==> src/rtl/trb_pkg.sv <==
package trb_pkg;
  localparam int ADDR_W = 8;
  localparam int DATA_W = 32;

  localparam logic [ADDR_W-1:0] OFS_CTRL  = 8'h00;
  localparam logic [ADDR_W-1:0] OFS_MODE  = 8'h04;
  localparam logic [ADDR_W-1:0] OFS_STAT  = 8'h08;
  localparam logic [ADDR_W-1:0] OFS_DEPTH = 8'h0C;
  localparam logic [ADDR_W-1:0] OFS_RDATA = 8'h10;
  localparam logic [ADDR_W-1:0] OFS_RPTR  = 8'h14;
  localparam logic [ADDR_W-1:0] OFS_WPTR  = 8'h18;
  localparam logic [ADDR_W-1:0] OFS_TCNT  = 8'h1C;
  localparam logic [ADDR_W-1:0] OFS_FLUSH = 8'h20;

  localparam int FB_FLUSH_ON_TRIG = 5;
  localparam int FB_FLUSH_REQ     = 6;
  localparam int FB_TRIG_IN_EN    = 8;
  localparam int FB_STOP_ON_FLUSH = 12;

  typedef enum logic [1:0] {
    MODE_RING    = 2'd0,
    MODE_SW_FIFO = 2'd1,
    MODE_HW_FIFO = 2'd2
  } cap_mode_e;

  typedef struct packed {
    logic flush_on_trig;
    logic trig_in_en;
    logic stop_on_flush;
  } flush_cfg_t;
endpackage

==> src/rtl/trb_ram.sv <==
module trb_ram #(
  parameter int DEPTH = 64,
  parameter int WIDTH = 32,
  localparam int AW = $clog2(DEPTH)
) (
  input  logic             clk_i,
  input  logic             we_i,
  input  logic [AW-1:0]    waddr_i,
  input  logic [WIDTH-1:0] wdata_i,
  input  logic [AW-1:0]    raddr_i,
  output logic [WIDTH-1:0] rdata_o
);
  logic [WIDTH-1:0] mem_q [DEPTH];

  always_ff @(posedge clk_i) begin
    if (we_i) mem_q[waddr_i] <= wdata_i;
  end

  assign rdata_o = mem_q[raddr_i];
endmodule

==> src/rtl/trb_ctrl.sv <==
module trb_ctrl
  import trb_pkg::*;
#(
  parameter int DEPTH = 64,
  parameter int CNT_W = 16,
  localparam int AW = $clog2(DEPTH)
) (
  input  logic              clk_i,
  input  logic              rst_ni,
  input  logic              valid_i,
  input  logic              trig_i,
  input  logic              arm_i,
  input  logic              disarm_i,
  input  logic              flush_wr_i,
  input  logic              pop_i,
  input  cap_mode_e         mode_i,
  input  flush_cfg_t        cfg_i,
  input  logic [CNT_W-1:0]  tcnt_i,
  output logic              we_o,
  output logic [AW-1:0]     wptr_o,
  output logic [AW-1:0]     rptr_o,
  output logic              capturing_o,
  output logic              wrapped_o,
  output logic              triggered_o,
  output logic              flush_pend_o,
  output logic              avail_o
);
  logic             cap_q, wrap_q, trig_q, flush_q, avail_q;
  logic [AW-1:0]    wptr_q, rptr_q;
  logic [CNT_W-1:0] cnt_q;

  logic          store, trig_acc, arm_ok, flush_set, stop;
  logic          wrap_n;
  logic [AW-1:0] wptr_n, rptr_inc;

  assign store     = cap_q && valid_i;
  assign trig_acc  = cap_q && !trig_q && cfg_i.trig_in_en && trig_i;
  assign arm_ok    = arm_i && !cap_q && (mode_i == MODE_RING);
  assign flush_set = flush_wr_i || (trig_acc && cfg_i.flush_on_trig);
  assign wptr_n    = store ? wptr_q + AW'(1) : wptr_q;
  assign wrap_n    = wrap_q || (store && (wptr_q == AW'(DEPTH-1)));
  assign rptr_inc  = rptr_q + AW'(1);

  assign stop = cap_q && (
                  disarm_i ||
                  (trig_q && store && (cnt_q == CNT_W'(1))) ||
                  (trig_acc && (tcnt_i == '0)) ||
                  (flush_q && cfg_i.stop_on_flush));

  always_ff @(posedge clk_i or negedge rst_ni) begin
    if (!rst_ni) begin
      cap_q   <= 1'b0;
      wrap_q  <= 1'b0;
      trig_q  <= 1'b0;
      flush_q <= 1'b0;
      avail_q <= 1'b0;
      wptr_q  <= '0;
      rptr_q  <= '0;
      cnt_q   <= '0;
    end else begin
      if (flush_set)    flush_q <= 1'b1;
      else if (flush_q) flush_q <= 1'b0;

      if (arm_ok) begin
        cap_q   <= 1'b1;
        wrap_q  <= 1'b0;
        trig_q  <= 1'b0;
        avail_q <= 1'b0;
        wptr_q  <= '0;
        rptr_q  <= '0;
      end else if (cap_q) begin
        wptr_q <= wptr_n;
        wrap_q <= wrap_n;
        if (trig_acc) begin
          trig_q <= 1'b1;
          cnt_q  <= tcnt_i;
        end else if (trig_q && store) begin
          cnt_q <= cnt_q - CNT_W'(1);
        end
        if (stop) begin
          cap_q   <= 1'b0;
          rptr_q  <= wrap_n ? wptr_n : '0;
          avail_q <= wrap_n || (wptr_n != '0);
        end
      end else if (pop_i && avail_q) begin
        rptr_q  <= rptr_inc;
        avail_q <= (rptr_inc != wptr_q);
      end
    end
  end

  assign we_o         = store;
  assign wptr_o       = wptr_q;
  assign rptr_o       = rptr_q;
  assign capturing_o  = cap_q;
  assign wrapped_o    = wrap_q;
  assign triggered_o  = trig_q;
  assign flush_pend_o = flush_q;
  assign avail_o      = avail_q && !cap_q;

  p_idle_wptr_r3: assert property (@(posedge clk_i) disable iff (!rst_ni)
    (!cap_q && !arm_ok) |=> $stable(wptr_q));

  p_idle_trig_r5: assert property (@(posedge clk_i) disable iff (!rst_ni)
    (!cap_q && !arm_ok) |=> $stable(trig_q));

  p_stop_at_zero_r6: assert property (@(posedge clk_i) disable iff (!rst_ni)
    (cap_q && trig_q && store && cnt_q == CNT_W'(1)) |=> !cap_q);

  p_flush_clear_r7: assert property (@(posedge clk_i) disable iff (!rst_ni)
    (flush_q && !flush_set) |=> !flush_q);

  p_rptr_on_stop_r8: assert property (@(posedge clk_i) disable iff (!rst_ni)
    $fell(cap_q) |-> (rptr_q == (wrap_q ? wptr_q : '0)));

  p_empty_hold_r9: assert property (@(posedge clk_i) disable iff (!rst_ni)
    (pop_i && !avail_q && !arm_ok) |=> $stable(rptr_q));
endmodule

==> src/rtl/trb_regs.sv <==
module trb_regs
  import trb_pkg::*;
#(
  parameter int DEPTH = 64,
  parameter int CNT_W = 16,
  localparam int AW = $clog2(DEPTH)
) (
  input  logic              clk_i,
  input  logic              rst_ni,
  input  logic              reg_wr_i,
  input  logic              reg_rd_i,
  input  logic [ADDR_W-1:0] reg_addr_i,
  input  logic [DATA_W-1:0] reg_wdata_i,
  output logic [DATA_W-1:0] reg_rdata_o,
  output logic              arm_o,
  output logic              disarm_o,
  output logic              flush_wr_o,
  output logic              pop_o,
  output cap_mode_e         mode_o,
  output flush_cfg_t        cfg_o,
  output logic [CNT_W-1:0]  tcnt_o,
  input  logic [AW-1:0]     wptr_i,
  input  logic [AW-1:0]     rptr_i,
  input  logic              capturing_i,
  input  logic              wrapped_i,
  input  logic              triggered_i,
  input  logic              flush_pend_i,
  input  logic              avail_i,
  input  logic [DATA_W-1:0] ram_rdata_i
);
  cap_mode_e         mode_q;
  flush_cfg_t        cfg_q;
  logic [CNT_W-1:0]  tcnt_q;
  logic [DATA_W-1:0] rdata_q, rd_mux;

  logic wr_ctrl, wr_flush;
  assign wr_ctrl    = reg_wr_i && (reg_addr_i == OFS_CTRL);
  assign wr_flush   = reg_wr_i && (reg_addr_i == OFS_FLUSH);
  assign arm_o      = wr_ctrl && reg_wdata_i[0];
  assign disarm_o   = wr_ctrl && !reg_wdata_i[0];
  assign flush_wr_o = wr_flush && reg_wdata_i[FB_FLUSH_REQ];
  assign pop_o      = reg_rd_i && (reg_addr_i == OFS_RDATA);

  always_ff @(posedge clk_i or negedge rst_ni) begin
    if (!rst_ni) begin
      mode_q <= MODE_RING;
      cfg_q  <= '0;
      tcnt_q <= '0;
    end else if (reg_wr_i) begin
      case (reg_addr_i)
        OFS_MODE: mode_q <= cap_mode_e'(reg_wdata_i[1:0]);
        OFS_TCNT: tcnt_q <= reg_wdata_i[CNT_W-1:0];
        OFS_FLUSH: begin
          cfg_q.flush_on_trig <= reg_wdata_i[FB_FLUSH_ON_TRIG];
          cfg_q.trig_in_en    <= reg_wdata_i[FB_TRIG_IN_EN];
          cfg_q.stop_on_flush <= reg_wdata_i[FB_STOP_ON_FLUSH];
        end
        default: ;
      endcase
    end
  end

  always_comb begin
    rd_mux = '0;
    case (reg_addr_i)
      OFS_CTRL:  rd_mux[0] = capturing_i;
      OFS_MODE:  rd_mux[1:0] = mode_q;
      OFS_STAT:  rd_mux[2:0] = {!capturing_i, triggered_i, wrapped_i};
      OFS_DEPTH: rd_mux = DATA_W'(DEPTH);
      OFS_RDATA: rd_mux = avail_i ? ram_rdata_i : '1;
      OFS_RPTR:  rd_mux[AW-1:0] = rptr_i;
      OFS_WPTR:  rd_mux[AW-1:0] = wptr_i;
      OFS_TCNT:  rd_mux[CNT_W-1:0] = tcnt_q;
      OFS_FLUSH: begin
        rd_mux[FB_FLUSH_ON_TRIG] = cfg_q.flush_on_trig;
        rd_mux[FB_FLUSH_REQ]     = flush_pend_i;
        rd_mux[FB_TRIG_IN_EN]    = cfg_q.trig_in_en;
        rd_mux[FB_STOP_ON_FLUSH] = cfg_q.stop_on_flush;
      end
      default: rd_mux = '0;
    endcase
  end

  always_ff @(posedge clk_i or negedge rst_ni) begin
    if (!rst_ni)       rdata_q <= '0;
    else if (reg_rd_i) rdata_q <= rd_mux;
  end

  assign reg_rdata_o = rdata_q;
  assign mode_o      = mode_q;
  assign cfg_o       = cfg_q;
  assign tcnt_o      = tcnt_q;

  p_busy_sentinel_r10: assert property (@(posedge clk_i) disable iff (!rst_ni)
    (pop_o && capturing_i) |=> (reg_rdata_o == '1));
endmodule

==> src/rtl/trace_ring_buf.sv <==
module trace_ring_buf
  import trb_pkg::*;
#(
  parameter int DEPTH = 64,
  parameter int CNT_W = 16,
  localparam int AW = $clog2(DEPTH)
) (
  input  logic              clk_i,
  input  logic              rst_ni,
  input  logic              trace_valid_i,
  input  logic [31:0]       trace_data_i,
  input  logic              trig_i,
  input  logic              reg_wr_i,
  input  logic              reg_rd_i,
  input  logic [7:0]        reg_addr_i,
  input  logic [31:0]       reg_wdata_i,
  output logic [31:0]       reg_rdata_o
);
  logic             arm, disarm, flush_wr, pop, we;
  logic             capturing, wrapped, triggered, flush_pend, avail;
  logic [AW-1:0]    wptr, rptr;
  logic [CNT_W-1:0] tcnt;
  logic [DATA_W-1:0] ram_rdata;
  cap_mode_e        mode;
  flush_cfg_t       cfg;

  trb_regs #(.DEPTH(DEPTH), .CNT_W(CNT_W)) u_regs (
    .clk_i, .rst_ni, .reg_wr_i, .reg_rd_i, .reg_addr_i, .reg_wdata_i,
    .reg_rdata_o,
    .arm_o(arm), .disarm_o(disarm), .flush_wr_o(flush_wr), .pop_o(pop),
    .mode_o(mode), .cfg_o(cfg), .tcnt_o(tcnt),
    .wptr_i(wptr), .rptr_i(rptr), .capturing_i(capturing),
    .wrapped_i(wrapped), .triggered_i(triggered), .flush_pend_i(flush_pend),
    .avail_i(avail), .ram_rdata_i(ram_rdata)
  );

  trb_ctrl #(.DEPTH(DEPTH), .CNT_W(CNT_W)) u_ctrl (
    .clk_i, .rst_ni,
    .valid_i(trace_valid_i), .trig_i,
    .arm_i(arm), .disarm_i(disarm), .flush_wr_i(flush_wr), .pop_i(pop),
    .mode_i(mode), .cfg_i(cfg), .tcnt_i(tcnt),
    .we_o(we), .wptr_o(wptr), .rptr_o(rptr), .capturing_o(capturing),
    .wrapped_o(wrapped), .triggered_o(triggered), .flush_pend_o(flush_pend),
    .avail_o(avail)
  );

  trb_ram #(.DEPTH(DEPTH), .WIDTH(DATA_W)) u_ram (
    .clk_i, .we_i(we), .waddr_i(wptr), .wdata_i(trace_data_i),
    .raddr_i(rptr), .rdata_o(ram_rdata)
  );
endmodule

==> config.mk <==
export PLATFORM = sky130hd
export DESIGN_NAME = trace_ring_buf
export DESIGN_NICKNAME = d
export VERILOG_FILES = /design/src/rtl/trb_pkg.sv /design/src/rtl/trb_ram.sv /design/src/rtl/trb_ctrl.sv /design/src/rtl/trb_regs.sv /design/src/rtl/trace_ring_buf.sv
export SDC_FILE = /design/constraint.sdc
export NUM_CORES = 2
export LEC_CHECK = 0
export BUFFER_PORTS_ARGS = -buffer_cell sky130_fd_sc_hd__clkbuf_2
export CORE_ASPECT_RATIO = 1.2
export CORE_MARGIN = 2
export CORE_UTILIZATION = 25
export CTS_CLUSTER_SIZE = 12
export DETAILED_ROUTE_END_ITERATION = 12
export PLACE_DENSITY = 0.49
export REMOVE_ABC_BUFFERS = 1
export SKIP_LAST_GASP = 1
export SLEW_MARGIN = 15
export SYNTH_ARGS = -nofsm -noshare
export SYNTH_HDL_FRONTEND = slang
export SYNTH_SLANG_ARGS = --single-unit
==> constraint.sdc <==
create_clock -name clk_i -period 3.8 [get_ports clk_i]
set_input_delay 0.38 -clock clk_i [delete_from_list [all_inputs] [get_ports clk_i]]
set_output_delay 0.38 -clock clk_i [all_outputs]
set_load 0.03 [all_outputs]
# Word-level counts from Yosys, hierarchy flattened
# Memory sizes are Yosys's and may differ from the RTL's.
# Index checks and enable logic that the tools add are counted.
[classes]
n_addsub = 3
n_mul = 0
n_div = 0
magnitude_cmp = 0
n_eq_ne = 12
n_shift = 0
mux = 38
bitwise_logic = 1
n_reduce_logical = 44
[op_table]
columns = ["operator", "n"]
rows = [
  ["16-bit 2-to-1 mux", 3],
  ["6-bit 2-to-1 mux", 8],
  ["8-bit by 5-bit equality test with 1-bit output (second input constant)", 4],
  ["32-bit 2-to-1 mux", 1],
  ["1-bit logical AND", 21],
  ["16-bit by 1-bit equality test with 1-bit output (second input constant)", 1],
  ["8-bit by 4-bit equality test with 1-bit output (second input constant)", 2],
  ["16-bit zero test", 1],
  ["16-bit by 1-bit subtractor with 16-bit output (second input constant)", 1],
  ["1-bit 2-to-1 mux", 15],
  ["6-bit by 1-bit adder with 6-bit output (second input constant)", 2],
  ["3-bit one-hot mux with 2 select lines", 2],
  ["1-bit one-hot mux with 5 select lines", 2],
  ["2-bit AND reduction", 5],
  ["8-bit by 3-bit equality test with 1-bit output (second input constant)", 1],
  ["8-bit by 6-bit equality test with 1-bit output (second input constant)", 1],
  ["8-bit zero test", 1],
  ["2-bit one-hot mux with 4 select lines", 1],
  ["1-bit one-hot mux with 7 select lines", 1],
  ["6-bit equality test (second input constant)", 1],
  ["1-bit logical OR", 6],
  ["6-bit != test", 1],
  ["1-bit one-hot mux with 3 select lines", 2],
  ["1-bit one-hot mux with 6 select lines", 1],
  ["other kinds (10)", 14],
]
[totals]
reg_bits = 86
latchBits = 0
ram_bits = 2048
mem_bits_ro = 0
input_bits = 78
memories = 1
[memory_table]
columns = ["memory", "depth", "width", "read_ports", "rd_clocked_by_memory_dff", "wr", "line_no", "source"]
rows = [
  ["u_ram.mem_q", 64, 32, 1, 0, 1, "trb_ram.sv:13", "logic [WIDTH-1:0] mem_q [DEPTH];"],
]

# Logic depth before layout (Yosys ltp)
[depth]
word_depth = 11
mapped_depth = 11

# Hierarchy
# A second synthesis with hierarchy kept.
[unflattened]
cells_unflattened = 3739
area_unflattened_um2 = 82576.7
[by_module_without_submodules]
columns = ["mod", "instances", "cells_each", "area_per_inst_um2", "seq_area_each_um2"]
rows = [
  ["trb_ram", 1, 3292, 77874.7, 61499.0],
  ["trb_regs", 1, 224, 2663.8, 1326.3],
  ["trb_ctrl", 1, 223, 2038.2, 825.8],
]

# Worst setup path before layout
# Ideal clock, no wire load.
[synth_timing]
path_type = "register to register"
startpoint = "register u_ctrl.cap_q, in the netlist u_ctrl.capturing_o"
endpoint = "memory u_ram.mem_q[33][0], enable pin"
setup_time_ns = 0.461
arrival_ns = 3.408
t_required_ns = 3.339
slack_ns = -0.069
stages_incl_launch_ff = 6
path_cell_list = "dfrtp_1 > clkbuf_1 > nand2_1 > nor3_1 > nand3_1 > nor3_1"
[synth_between]
elab_chain_cells = 3
[synth_lines]
columns = ["element", "line_no", "source"]
rows = [
  ["start, declared", "trb_ctrl.sv:28", "logic cap_q, wrap_q, trig_q, flush_q, avail_q;"],
  ["start signal, assigned", "trb_ctrl.sv:52", "cap_q <= 1'b0;"],
  ["start signal, assigned", "trb_ctrl.sv:65", "cap_q <= 1'b1;"],
  ["start signal, assigned", "trb_ctrl.sv:81", "cap_q <= 1'b0;"],
  ["1-bit logical AND", "trb_ctrl.sv:36", "assign store = cap_q && valid_i;"],
  ["1-bit 2-to-1 mux", "trb_ram.sv:16", "if (we_i) mem_q[waddr_i] <= wdata_i;"],
  ["1-bit 2-to-1 mux (implied by the code)", "trb_ram.sv:16", ""],
  ["end, declared", "trb_ram.sv:13", ""],
]
# No other way between the ends.

# Worst setup path after layout
[layout_timing]
startpoint = "register u_ctrl.rptr_q[0], in the netlist u_ctrl.rptr_o[0]"
endpoint = "register u_regs.rdata_q[18], in the netlist u_regs.reg_rdata_o[18]"
[layout_between]
elab_chain_cells = 3
[layout_lines]
columns = ["element", "line_no", "source"]
rows = [
  ["start, declared", "trb_ctrl.sv:29", "logic [AW-1:0] wptr_q, rptr_q;"],
  ["start signal, assigned", "trb_ctrl.sv:82", "rptr_q <= wrap_n ? wptr_n : '0;"],
  ["start signal, assigned", "trb_ctrl.sv:86", "rptr_q <= rptr_inc;"],
  ["memory read 64 x 32 bit", "-", ""],
  ["32-bit 2-to-1 mux", "trb_regs.sv:70", "OFS_RDATA: rd_mux = avail_i ? ram_rdata_i : '1;"],
  ["16-bit 2-to-1 mux", "trb_regs.sv:65", "case (reg_addr_i)"],
  ["end signal, assigned", "trb_regs.sv:86", "else if (reg_rd_i) rdata_q <= rd_mux;"],
  ["end, declared", "trb_regs.sv:34", "logic [DATA_W-1:0] rdata_q, rd_mux;"],
]
# No other way between the ends.
# A chain may end at the register's enable or synchronous reset.

==> impl_metrics.json <==
{
  "cts_buffer_depth": 4,
  "setup-violations-final": 0,
  "clock-sinks": 2134,
  "hold_depth": 5,
  "avgSynthCellArea_um2": 21.8,
  "cp-startpoint": "u_ctrl.rptr_o[0]",
  "syn2layout_area_growth_pct": 18.1,
  "status": "finished clean",
  "p_seq_share_pct": 45.5,
  "yosys.area.top_type_share_pct": 74.6,
  "cts-buffers-inserted": 216,
  "via_per_inst": 4.68,
  "worst-path-buf-inv": 5,
  "synth.top_cells.by_count": "edfxtp_1 (2048), mux4_2 (530), nor2_1 (124), mux2i_1 (113)",
  "drtIter0Drc": 3700,
  "drc_errors": 0,
  "firstDrtPassIters": 5,
  "via_count": 40400,
  "port_buffers": 93,
  "period_share_pct": 95.3,
  "die_w_um": 528,
  "cp_num_cells": 9,
  "timing.slew.headroom_pct": 19.2,
  "crit_chain": "buf_12 -> buf_12 -> buf_12 -> buf_4 -> mux4_2 -> mux4_2 -> a21oi_1 -> buf_4 -> a21oi_1",
  "worstPathArrival_ns": 4.38,
  "rsz0062_at_grt": "false",
  "synth_warnings": 0,
  "grt_max_degree": 65,
  "yosysMostFrequentCell": "edfxtp_1",
  "grt_antenna_before_repair": 16,
  "wl_um": 242000,
  "grtUsageTotal_pct": 14.3,
  "cp-start-kind": "flip-flop",
  "synth_flop_cell": "edfxtp_1",
  "dieArea_um2": 335000,
  "yosys.area.top_type": "edfxtp_1",
  "fillers": 31800,
  "cts_tree": "yes",
  "worstSetupPathType": "reg2reg",
  "die_h_um": 633,
  "synth_edf_count": 2048,
  "grt_pass1_wl_um": 337000,
  "drive_gt1_share_pct": 29.8,
  "ant_nets": 0,
  "pwr-share-clk_pct": 33.7,
  "async_flop_share_pct": 4.03,
  "p_sw_share_pct": 26.0,
  "finalNonFillerCells": 8644,
  "cpMostUsedCell": "buf_12",
  "internal_power_mw": 42.6,
  "netlist_area_um2": 82500,
  "skew_ns": 0.0749,
  "hold_viol_final": 0,
  "pwr-share-comb_pct": 20.8,
  "crit_slowest_cell": "dfrtp_4",
  "htreeDepth": 4,
  "rows": 231,
  "rr_worst_depth": 9,
  "crit_required_ns": 4.56,
  "cpPeakStageDelay_ns": 0.74,
  "fmax_mhz": 276,
  "gp_congestion": 0.829,
  "yosys.cell_types.count": 66,
  "clkTransAtPathRegs_ns": 0.06,
  "path_max_fanout": 21,
  "dp.cells": 8270,
  "reg2reg_to": "u_regs.reg_rdata_o[18]",
  "power_per_cell_area_nw_per_um2": 591,
  "fin_nets": 4283,
  "synth_seq_cells": 2134,
  "maxSlewViolCount": 0,
  "path_delay_family": "buffers and inverters",
  "min_path_type": "in2reg",
  "ys_seq_area_share_pct": 77.2,
  "totalNegativeSetupSlack_ns": 0,
  "clk_latency_ns": 0.88,
  "synth_area_leaders": "edfxtp_1 (75%), mux4_2 (14%), dfrtp_1 (2.6%)",
  "tightest_slew_ns": 1.21,
  "power.switching_mw": 14.9,
  "gr-total-overflow": 0,
  "io_pins": 110,
  "cp-endpoint": "u_regs.reg_rdata_o[18]",
  "r2r_start": "u_ctrl.rptr_o[0]",
  "endpoint_kind": "flip-flop",
  "dp_hpwl_um": 145000,
  "synthCells": 3787,
  "drv_cap": 0,
  "vdd.ir_drop.worst_v": 0.000356,
  "grt_pass1_vias": 42100,
  "r2r_slack_ns": 0.18,
  "min_period_ns": 3.62,
  "p_leak_nw": 29.6,
  "start_util_pct": 25.1,
  "wl_per_cell_um": 28.1,
  "core_um2": 329000,
  "cts_root_buf": "clkbuf_16"
}
## worst min-delay path, stage by stage
cell      delay, ns
clkbuf_2       0.09
nor4_2         0.03
buf_4          0.16
a21oi_1        0.13
a211oi_1       0.08
## final cells by class
class | count | area (µm²) | area share (%)
Clock inverter | 43 | 307 | 0.315
Inverter | 8 | 30.0 | 0.0308
Timing Repair Buffer | 403 | 3740 | 3.84
Sequential cell | 2134 | 63700 | 65.4
Multi-Input combinational cell | 1438 | 18400 | 18.9
Antenna cell | 5 | 12.5 | 0.0128
Clock buffer | 303 | 5840 | 6.00
Tap cell | 4310 | 5390 | 5.54
## routing by layer
metal | vias to the layer above | global-route usage [%] | wire, µm
met5 | - | 0 | 53
met3 | 349 | 1.82 | 10800
met1 | 22300 | 17.7 | 97000
met4 | 8 | 5.52 | 9840
met2 | 1035 | 25.1 | 125000
li1 | 16800 | - | -
## registers in the layout, summed over array words and instances (netlist names), 2 cells and up
name	count
u_ram.mem_q	2048
u_regs.mode_o	2
u_ctrl.cnt_q	16
u_ctrl.wptr_o	6
u_regs.reg_rdata_o	32
u_ctrl.rptr_o	6
u_regs.tcnt_o	16
u_regs.cfg_o	3
## per-stage QoR
stage | power, mW | setup slack (ns) | hold slack, ns | area [µm²] | util (%)
final | 57.6 | 0.177 | 0.0638 | 97400 | 29.6
after global routing | 59.7 | 0.0920 | 0.0459 | 97400 | 29.6
after CTS | 58.3 | 0.197 | 0.00334 | 97400 | 29.6
after detailed placement | 38.9 | 0.172 | 0.427 | 91000 | 27.7
after global placement | 38.9 | 0.198 | 0.433 | 91000 | 27.7
after floorplan | 31.5 | -18.04 | 0.0844 | 81600 | -
## power groups by stage
stage / registers [mW] / clock network (mW) / logic (mW)
after floorplan: 27.0 / 0 / 4.57
after global placement: 26.7 / 0 / 12.2
after detailed placement: 26.7 / 0 / 12.2
after CTS: 26.2 / 19.8 / 12.3
after global routing: 26.2 / 20.7 / 12.8
final: 26.2 / 19.4 / 12.0
## layout by cell type (no fill, tap or decap), types with 78 or more instances in the layout
cell type	instances
clkbuf_2	89
buf_4	217
mux4_2	530
a21oi_1	91
clkbuf_16	218
clkbuf_1	78
edfxtp_1	2048
nand2_1	103
dfrtp_1	80
a22oi_1	88
mux2i_1	113
## cell families after synthesis
group / synth area share [%]
flops: 77.2
mux: 16.4
simple gates: 2.16
xor+xnor: 0.276
compound gates: 2.80
fa+ha+maj: 0.0607
buf+inv: 1.12
## how the worst min path moves through the flow
stage | to | slack, ns | start
after floorplan | u_ctrl.avail_q | 0.08 | rst_ni
after global placement | u_ctrl.cnt_q[11] | 0.43 | rst_ni
after detailed placement | u_ctrl.cnt_q[9] | 0.43 | rst_ni
after CTS | u_regs.reg_rdata_o[6] | 0.003 | reg_addr_i[0]
after global routing | u_regs.reg_rdata_o[6] | 0.05 | reg_addr_i[0]
final | u_regs.reg_rdata_o[6] | 0.06 | reg_addr_i[0]
## repair_timing
item | 4_1_cts | 5_1_grt
resized for setup | 0 | 0
hold buffers | 23 | 0
hold endpoints to repair | 89 | 0
buffers inserted | 0 | 0
Note: power is estimated with default switching activity, not from simulation.
